==> config.mk <==
export PLATFORM = sky130hd
export DESIGN_NAME = pulse_gate_ctrl
export DESIGN_NICKNAME = d
export VERILOG_FILES = /design/src/rtl/pgc_pkg.sv /design/src/rtl/pgc_edge_det.sv /design/src/rtl/pgc_window.sv /design/src/rtl/pgc_charge_latch.sv /design/src/rtl/pulse_gate_ctrl.sv
export SDC_FILE = /design/constraint.sdc
export NUM_CORES = 1
export LEC_CHECK = 0
export BUFFER_PORTS_ARGS = -buffer_cell sky130_fd_sc_hd__buf_2
export CORE_AREA = 4 4 41 43
export CTS_BUF_LIST = sky130_fd_sc_hd__clkbuf_8
export DETAILED_ROUTE_END_ITERATION = 10
export DIE_AREA = 0 0 45 47
export PLACE_DENSITY_LB_ADDON = 0.05
export SYNTH_ARGS = -nofsm -noshare
export SYNTH_HDL_FRONTEND = slang
export SYNTH_SLANG_ARGS = --single-unit
==> constraint.sdc <==
create_clock -name clk -period 1.6 [get_ports clk]
set_input_delay 0.32 -clock clk [delete_from_list [all_inputs] [get_ports clk]]
set_output_delay 0.32 -clock clk [all_outputs]
set_load 0.02 [all_outputs]
==> src/rtl/pgc_pkg.sv <==
package pgc_pkg;

   // Window status decoded from the shared event counter.
   typedef struct packed {
      logic tot;   // TOT window open
      logic gate;  // gate window open
      logic last;  // final cycle of the gate window
   } pgc_win_t;

   function automatic int unsigned cnt_width(input int unsigned max_val);
      return (max_val < 2) ? 1 : $clog2(max_val + 1);
   endfunction

endpackage

==> src/rtl/pgc_edge_det.sv <==
module pgc_edge_det (
   input  logic clk,
   input  logic rst,
   input  logic lvl_i,
   output logic rise_o
);
   logic lvl_q;

   always_ff @(posedge clk) begin
      if (rst) lvl_q <= 1'b0;
      else     lvl_q <= lvl_i;
   end

   assign rise_o = lvl_i & ~lvl_q;
endmodule

==> src/rtl/pgc_window.sv <==
module pgc_window
   import pgc_pkg::*;
#(
   parameter int unsigned TOT_CYC  = 40,
   parameter int unsigned GATE_CYC = 45,
   parameter int unsigned CW       = 6
) (
   input  logic     clk,
   input  logic     rst,
   input  logic     start_i,
   output pgc_win_t win_o
);
   localparam logic [CW-1:0] LOAD_V   = CW'(GATE_CYC);
   localparam logic [CW-1:0] TOT_FLOOR = CW'(GATE_CYC - TOT_CYC);

   logic [CW-1:0] cnt_q;

   always_ff @(posedge clk) begin
      if (rst)                  cnt_q <= '0;
      else if (start_i)         cnt_q <= LOAD_V;
      else if (cnt_q != '0)     cnt_q <= cnt_q - 1'b1;
   end

   // Counter runs GATE_CYC..1; the TOT window is its top TOT_CYC values.
   assign win_o.gate = (cnt_q != '0);
   assign win_o.tot  = (cnt_q > TOT_FLOOR);
   assign win_o.last = (cnt_q == CW'(1));
endmodule

==> src/rtl/pgc_charge_latch.sv <==
module pgc_charge_latch (
   input  logic clk,
   input  logic rst,
   input  logic set_i,
   input  logic hold_i,
   output logic q_o
);
   logic q_q;

   // Set has priority so a silent converter still yields one cycle.
   always_ff @(posedge clk) begin
      if (rst)              q_q <= 1'b0;
      else if (set_i)       q_q <= 1'b1;
      else if (!hold_i)     q_q <= 1'b0;
   end

   assign q_o = q_q;
endmodule

==> src/rtl/pulse_gate_ctrl.sv <==
module pulse_gate_ctrl
   import pgc_pkg::*;
#(
   parameter int unsigned TOT_CYC   = 40,
   parameter int unsigned GATE_CYC  = 45,
   parameter bit          REG_TRAIN = 1'b0
) (
   input  logic clk,
   input  logic rst,
   input  logic disc_i,
   input  logic qtime_i,
   output logic gate_o,
   output logic trig_o,
   output logic charge_o,
   output logic train_o
);
   localparam int unsigned CW = cnt_width(GATE_CYC);

   if (TOT_CYC < 1 || GATE_CYC <= TOT_CYC) begin : g_bad_cfg
      initial $fatal(1, "pulse_gate_ctrl: need 1 <= TOT_CYC < GATE_CYC");
   end

   logic     disc_rise;
   logic     arm;
   logic     fire;
   logic     charge_q;
   logic     train_comb;
   pgc_win_t win;

   pgc_edge_det u_edge (
      .clk    (clk),
      .rst    (rst),
      .lvl_i  (disc_i),
      .rise_o (disc_rise)
   );

   assign arm  = ~win.gate & ~charge_q & ~qtime_i;
   assign fire = disc_rise & arm;

   pgc_window #(
      .TOT_CYC  (TOT_CYC),
      .GATE_CYC (GATE_CYC),
      .CW       (CW)
   ) u_win (
      .clk     (clk),
      .rst     (rst),
      .start_i (fire),
      .win_o   (win)
   );

   pgc_charge_latch u_chg (
      .clk    (clk),
      .rst    (rst),
      .set_i  (win.last),
      .hold_i (qtime_i),
      .q_o    (charge_q)
   );

   assign train_comb = (win.tot & disc_i) | charge_q;

   if (REG_TRAIN) begin : g_train_reg
      logic train_q;
      always_ff @(posedge clk) begin
         if (rst) train_q <= 1'b0;
         else     train_q <= train_comb;
      end
      assign train_o = train_q & ~rst;
   end else begin : g_train_comb
      assign train_o = train_comb & ~rst;
   end

   assign gate_o   = win.gate & ~rst;
   assign trig_o   = win.gate & ~rst;
   assign charge_o = charge_q & ~rst;
endmodule

**Word level (Yosys, flattened, before mapping)**

Index checks and enable logic that the tools add are counted.

- Add/subtract/negate cells: 1
- $lt $le $gt $ge: 1
- Eq/ne operators: 2
- Muxes and demuxes: 4
- Bitwise logic cells: 14
- Reduce and logical (&&, ||, !) cells: 3

Operators by type and width:

| cell | count |
|---|---|
| 2-to-1 mux 6 bit | 2 |
| AND 1 bit | 8 |
| == test 6 x 1 -> 1 bit (second input constant) | 1 |
| greater-than comparator 6 x 3 -> 1 bit (second input constant) | 1 |
| nonzero test 6 bit | 1 |
| subtractor 6 x 1 -> 6 bit (second input constant) | 1 |
| inverter 1 bit | 5 |
| 2-to-1 mux 1 bit | 2 |
| != test 2 x 1 -> 1 bit (second input constant) | 1 |
| nonzero test 2 bit | 1 |
| OR reduction 2 bit | 1 |
| bitwise OR 1 bit | 1 |

- Register bits after elaboration: 8
- Logic and storage cells: 29

**Longest topological paths before layout**

- Depth after elaboration: 6
- Depth in mapped cells: 6
- Gate-level depth less buffers: 5

**By module**

From an unflattened synthesis, not the netlist that was laid out.

- Cell total of the unflattened synthesis: 56
- Area, all modules: 498.0 um2

Modules (own cells, without submodules):

| module | instances | cells each | area each (um2) | seq. area each (um2) |
|---|---|---|---|---|
| pgc_window | 1 | 44 | 377.9 | 120.1 |
| pgc_edge_det | 1 | 3 | 47.5 | 20.0 |
| pulse_gate_ctrl | 1 | 6 | 43.8 | 0.0 |
| pgc_charge_latch | 1 | 3 | 28.8 | 20.0 |

**Least setup slack after synthesis**

Ideal clock, no wire load.

- Path kind: flip-flop to output port
- Start: register u_win.cnt_q[0]
- End: output trig_o
- Arrival time: 1404 ps
- Required time: 1280 ps
- Slack: -124 ps
- Cell stages (with the launch flop): 6
- Path buffers: 2
- Path through: dfxtp_1 -> inv_1 -> ha_1 -> buf_6 -> a31oi_1 -> buf_4

- Cells in the longest elaborated chain, start to end: 2

Ends and longest elaborated chain:

| item | line | text |
|---|---|---|
| start, declared | pgc_window.sv:16 | `logic [CW-1:0] cnt_q;` |
| start signal, assigned | pgc_window.sv:21 | `else if (cnt_q != '0) cnt_q <= cnt_q - 1'b1;` |
| nonzero test 6 bit | pgc_window.sv:25 | `assign win_o.gate = (cnt_q != '0);` |
| AND 1 bit | -- |  |
| end, declared | pulse_gate_ctrl.sv:13 | `output logic trig_o,` |

No other way between the ends.

**Final worst setup path**

- Start: register u_win.cnt_q[3]
- End: output train_o

- Cells in the longest elaborated chain, start to end: 4

Ends and longest elaborated chain:

| item | line | text |
|---|---|---|
| greater-than comparator 6 x 3 -> 1 bit | pgc_window.sv:26 | `assign win_o.tot = (cnt_q > TOT_FLOOR);` |
| AND 1 bit | pulse_gate_ctrl.sv:59 | `assign train_comb = (win.tot & disc_i) \| charge_q;` |
| bitwise OR 1 bit | pulse_gate_ctrl.sv:59 |  |
| AND 1 bit | pulse_gate_ctrl.sv:69 | `assign train_o = train_comb & ~rst;` |
| end, declared | pulse_gate_ctrl.sv:15 | `output logic train_o` |

No other way between the ends.

==> run_results.csv <==
group,metric,value,unit
die,die_area,0.002115,mm²
global_routing,grt_pass1_wl,2063,µm
timing,rsz0062_at_grt,"yes",
clock_network,clock_latency,0.23,ns
setup_path,rr_worst_depth,5,
global_routing,grt_pass1_vias,494,
global_routing,grt_usage,14.08,%
synthesis,yosys.area_share.simple,28.17,%
timing,finalCritPeriodShare,103.1,%
setup_path,critPathMaxFanout,5,
drt,vias_per_cell,5.542,
synthesis,synthFlopType,"dfxtp_1",
outcome,violations,"negative setup slack",
power_and_ir_drop,max-vdd-ir-drop,0.9354,mV
synthesis,avgSynthCellArea,8.542,µm²
die,core_area,0.001301,mm²
die,die_h,47,µm
synthesis,post-synth-top-count-cell,"dfxtp_1",
die,die_x,45,µm
setup_path,critPathLaunchType,"flip-flop",
synthesis,ys_top_cells_by_area,"dfxtp_1 (36%), a21oi_1 (5.6%), ha_1 (5.6%)",
clock_network,cts_num_sinks,8,
clock_network,htree_num_levels,1,
cells_and_area,fillers,136,
clock_network,cts_hold_buf,0,
synthesis,synth.area.mux_share,0,%
synthesis,yosysSeqAreaShare,36.06,%
clock_network,path_clk_slew,0.04,ns
placement,dpl_worst_slack,0.001243,ns
placement,hpwl,837.8,µm
setup_path,setup.worst_path.end_class,"primary output",
die,io_pins,8,
synthesis,synth_common_cells,"dfxtp_1 (8), a21oi_1 (5)",
die,rows,13,
setup_path,path_class,"flip-flop to primary output",
synthesis,synth_cell_types,28,
timing,finClkSkew,0.0007137,ns
drt,drt-wirelength-per-cell,14.35,µm
placement,dpl_cell_area,523.0,µm²
die,start_util,34.13,%
timing,maxSlewViolCount,0,
cells_and_area,fin_area,661.9,µm²
timing,setup-violations-final,4,
setup_path,arrival,1.33,ns
worst_hold_path,min_path_type,"input pin to flip-flop",
synthesis,synth_nets,58,
power_and_ir_drop,p_per_area,2311,mW/mm²
worst_hold_path,hold-path-cell-count,3,
timing,max_slew.worst_pin.slew,0.3951,ns
synthesis,synth-xor-area-share,0,%
timing,slew_headroom,73.56,%
synthesis,synth_top_area_cell,"dfxtp_1",
clock_network,cts_buffers,3,
clock_network,cts_tree,"yes",
synthesis,syn_inst,52,
cells_and_area,final_util,50.87,%
timing,min_period,1.650,ns
cells_and_area,n_antenna_cell,0,
synthesis,ys_warn_count,0,
global_routing,antenna_found_initial,0,
outcome,status,"finished with violations",
drt,vias,460,
drt,drt_wl_total,1191,µm
global_routing,grt_overflow,0,
synthesis,ys_async_sr_fraction,0,%
cells_and_area,drive_above_1_share,42.65,%
placement,routabilityCongestion,0.8882,
timing,fmax,0.6061,GHz
synthesis,synth_edf_count,0,
placement,port_buffers,7,
synthesis,synth.ff_latch_count,8,
synthesis,synthAdderAreaFrac,5.634,%
timing,hold_viol_final,0,
drt,drt_pass1_iterations,4,
synthesis,synthesis.area,444.2,µm²
global_routing,grt_start_max_net_pins,11,
cells_and_area,nets,76,
synthesis,synth_compound_gate_area_share,22.54,%
cells_and_area,syn_to_final_growth,49.01,%
setup_path,worstPathRequired,1.28,ns
power_and_ir_drop,p_leak,0.2600,nW
power_and_ir_drop,total_power,1.530,mW
drt,drtIter0Drc,9,
synthesis,synth_top_family_by_area,"simple AND/OR/NAND/NOR gates",
timing,worst_slack,-0.04988,ns
drt,antenna_left,0,
synthesis,yosysTopAreaCellShare,36.06,%
clock_network,cts_max_path_buffers,2,
clock_network,clockRootBuffer,"clkbuf_8",
timing,finalHoldWorstSlack,0.3662,ns
run,drv_cap,0,
drt,route.detailed.drc,0,
-- logic make-up (layout without fill, tap and decap cells) --
logic type                 count (synthesis)  count (layout)
adders and majority gates                  2               2
and+or+nand+nor                           20              20
buffers and inverters                      6              22
AOI/OAI and AO/OA                         16              16
DFF                                        8               8
-- registers in the layout, summed over array words and instances (netlist names) --
signal / count
u_chg.q_o: 1
u_edge.lvl_q: 1
u_win.cnt_q: 6
-- per-stage QoR --
step           TNS (ns)  cells
4_1_cts         -0.1201     83
6_report       -0.09187     83
5_1_grt         -0.3884     83
2_1_floorplan  -0.07665     52
3_5_place_dp          0     76
3_3_place_gp          0     76
-- cell usage in the layout (no fill, tap or decap), types with 2 or more instances in the layout --
master	synthesis	final
nor2_1	3	3
dfxtp_2	0	2
inv_2	0	2
a21oi_1	5	5
dfxtp_1	8	6
a211oi_1	2	2
clkbuf_8	0	3
buf_2	0	4
nand2_1	2	2
buf_6	1	4
nor2b_1	3	3
buf_4	1	7
nor3_1	2	2
o21ai_0	3	2
-- path summary, 6_finish.rpt --
kind / start / endpoint / slack, ns
worst max-delay path: u_win.cnt_q[3]$_SDFFE_PP0P_ / train_o / -0.05
worst min-delay path: qtime_i / u_chg.q_o$_SDFFE_PP0P_ / 0.37
worst max register to register: u_win.cnt_q[1]$_SDFFE_PP0P_ / u_win.cnt_q[1]$_SDFFE_PP0P_ / -0.02
worst min register to register: u_chg.q_o$_SDFFE_PP0P_ / u_chg.q_o$_SDFFE_PP0P_ / 0.48
-- where the power goes --
part           switching [mW]  leakage (nW)  internal (mW)
registers              0.0687        0.0666          0.275
logic                   0.444         0.172          0.502
clock network          0.0779        0.0216          0.163
total                   0.590         0.260          0.939
-- layout make-up --
type / count / area [µm²] / share of cell area, %
clock buffers: 3 / 41.29 / 6.238
repair buffers: 16 / 137.6 / 20.79
multi-input cells: 38 / 290.3 / 43.86
well taps: 15 / 18.77 / 2.836
inverters: 3 / 11.26 / 1.701
flip-flops and latches: 8 / 162.7 / 24.57
-- worst max-delay path, cell delays in order (launching register included) --
cell	delay, ns
dfxtp_1	0.34
or3_4	0.40
o21ai_1	0.15
nand2b_1	0.08
buf_6	0.13
-- per-layer routing --
metal | global-route usage (%) | routed length (µm)
met5 | 0 | 0
met2 | 22.60 | 567
met1 | 15.30 | 521
met3 | 3.831 | 73
met4 | 12.28 | 28
-- what timing repair did --
| item | CTS | global route |
|---|---|---|
| endpoints found under the setup margin | 4 | 4 |
| buffers inserted | 4 | 0 |
| cloned | 0 | 0 |
| resized for setup | 11 | 3 |
| pin swaps | 2 | 2 |
(Power assumes the default switching activity.)
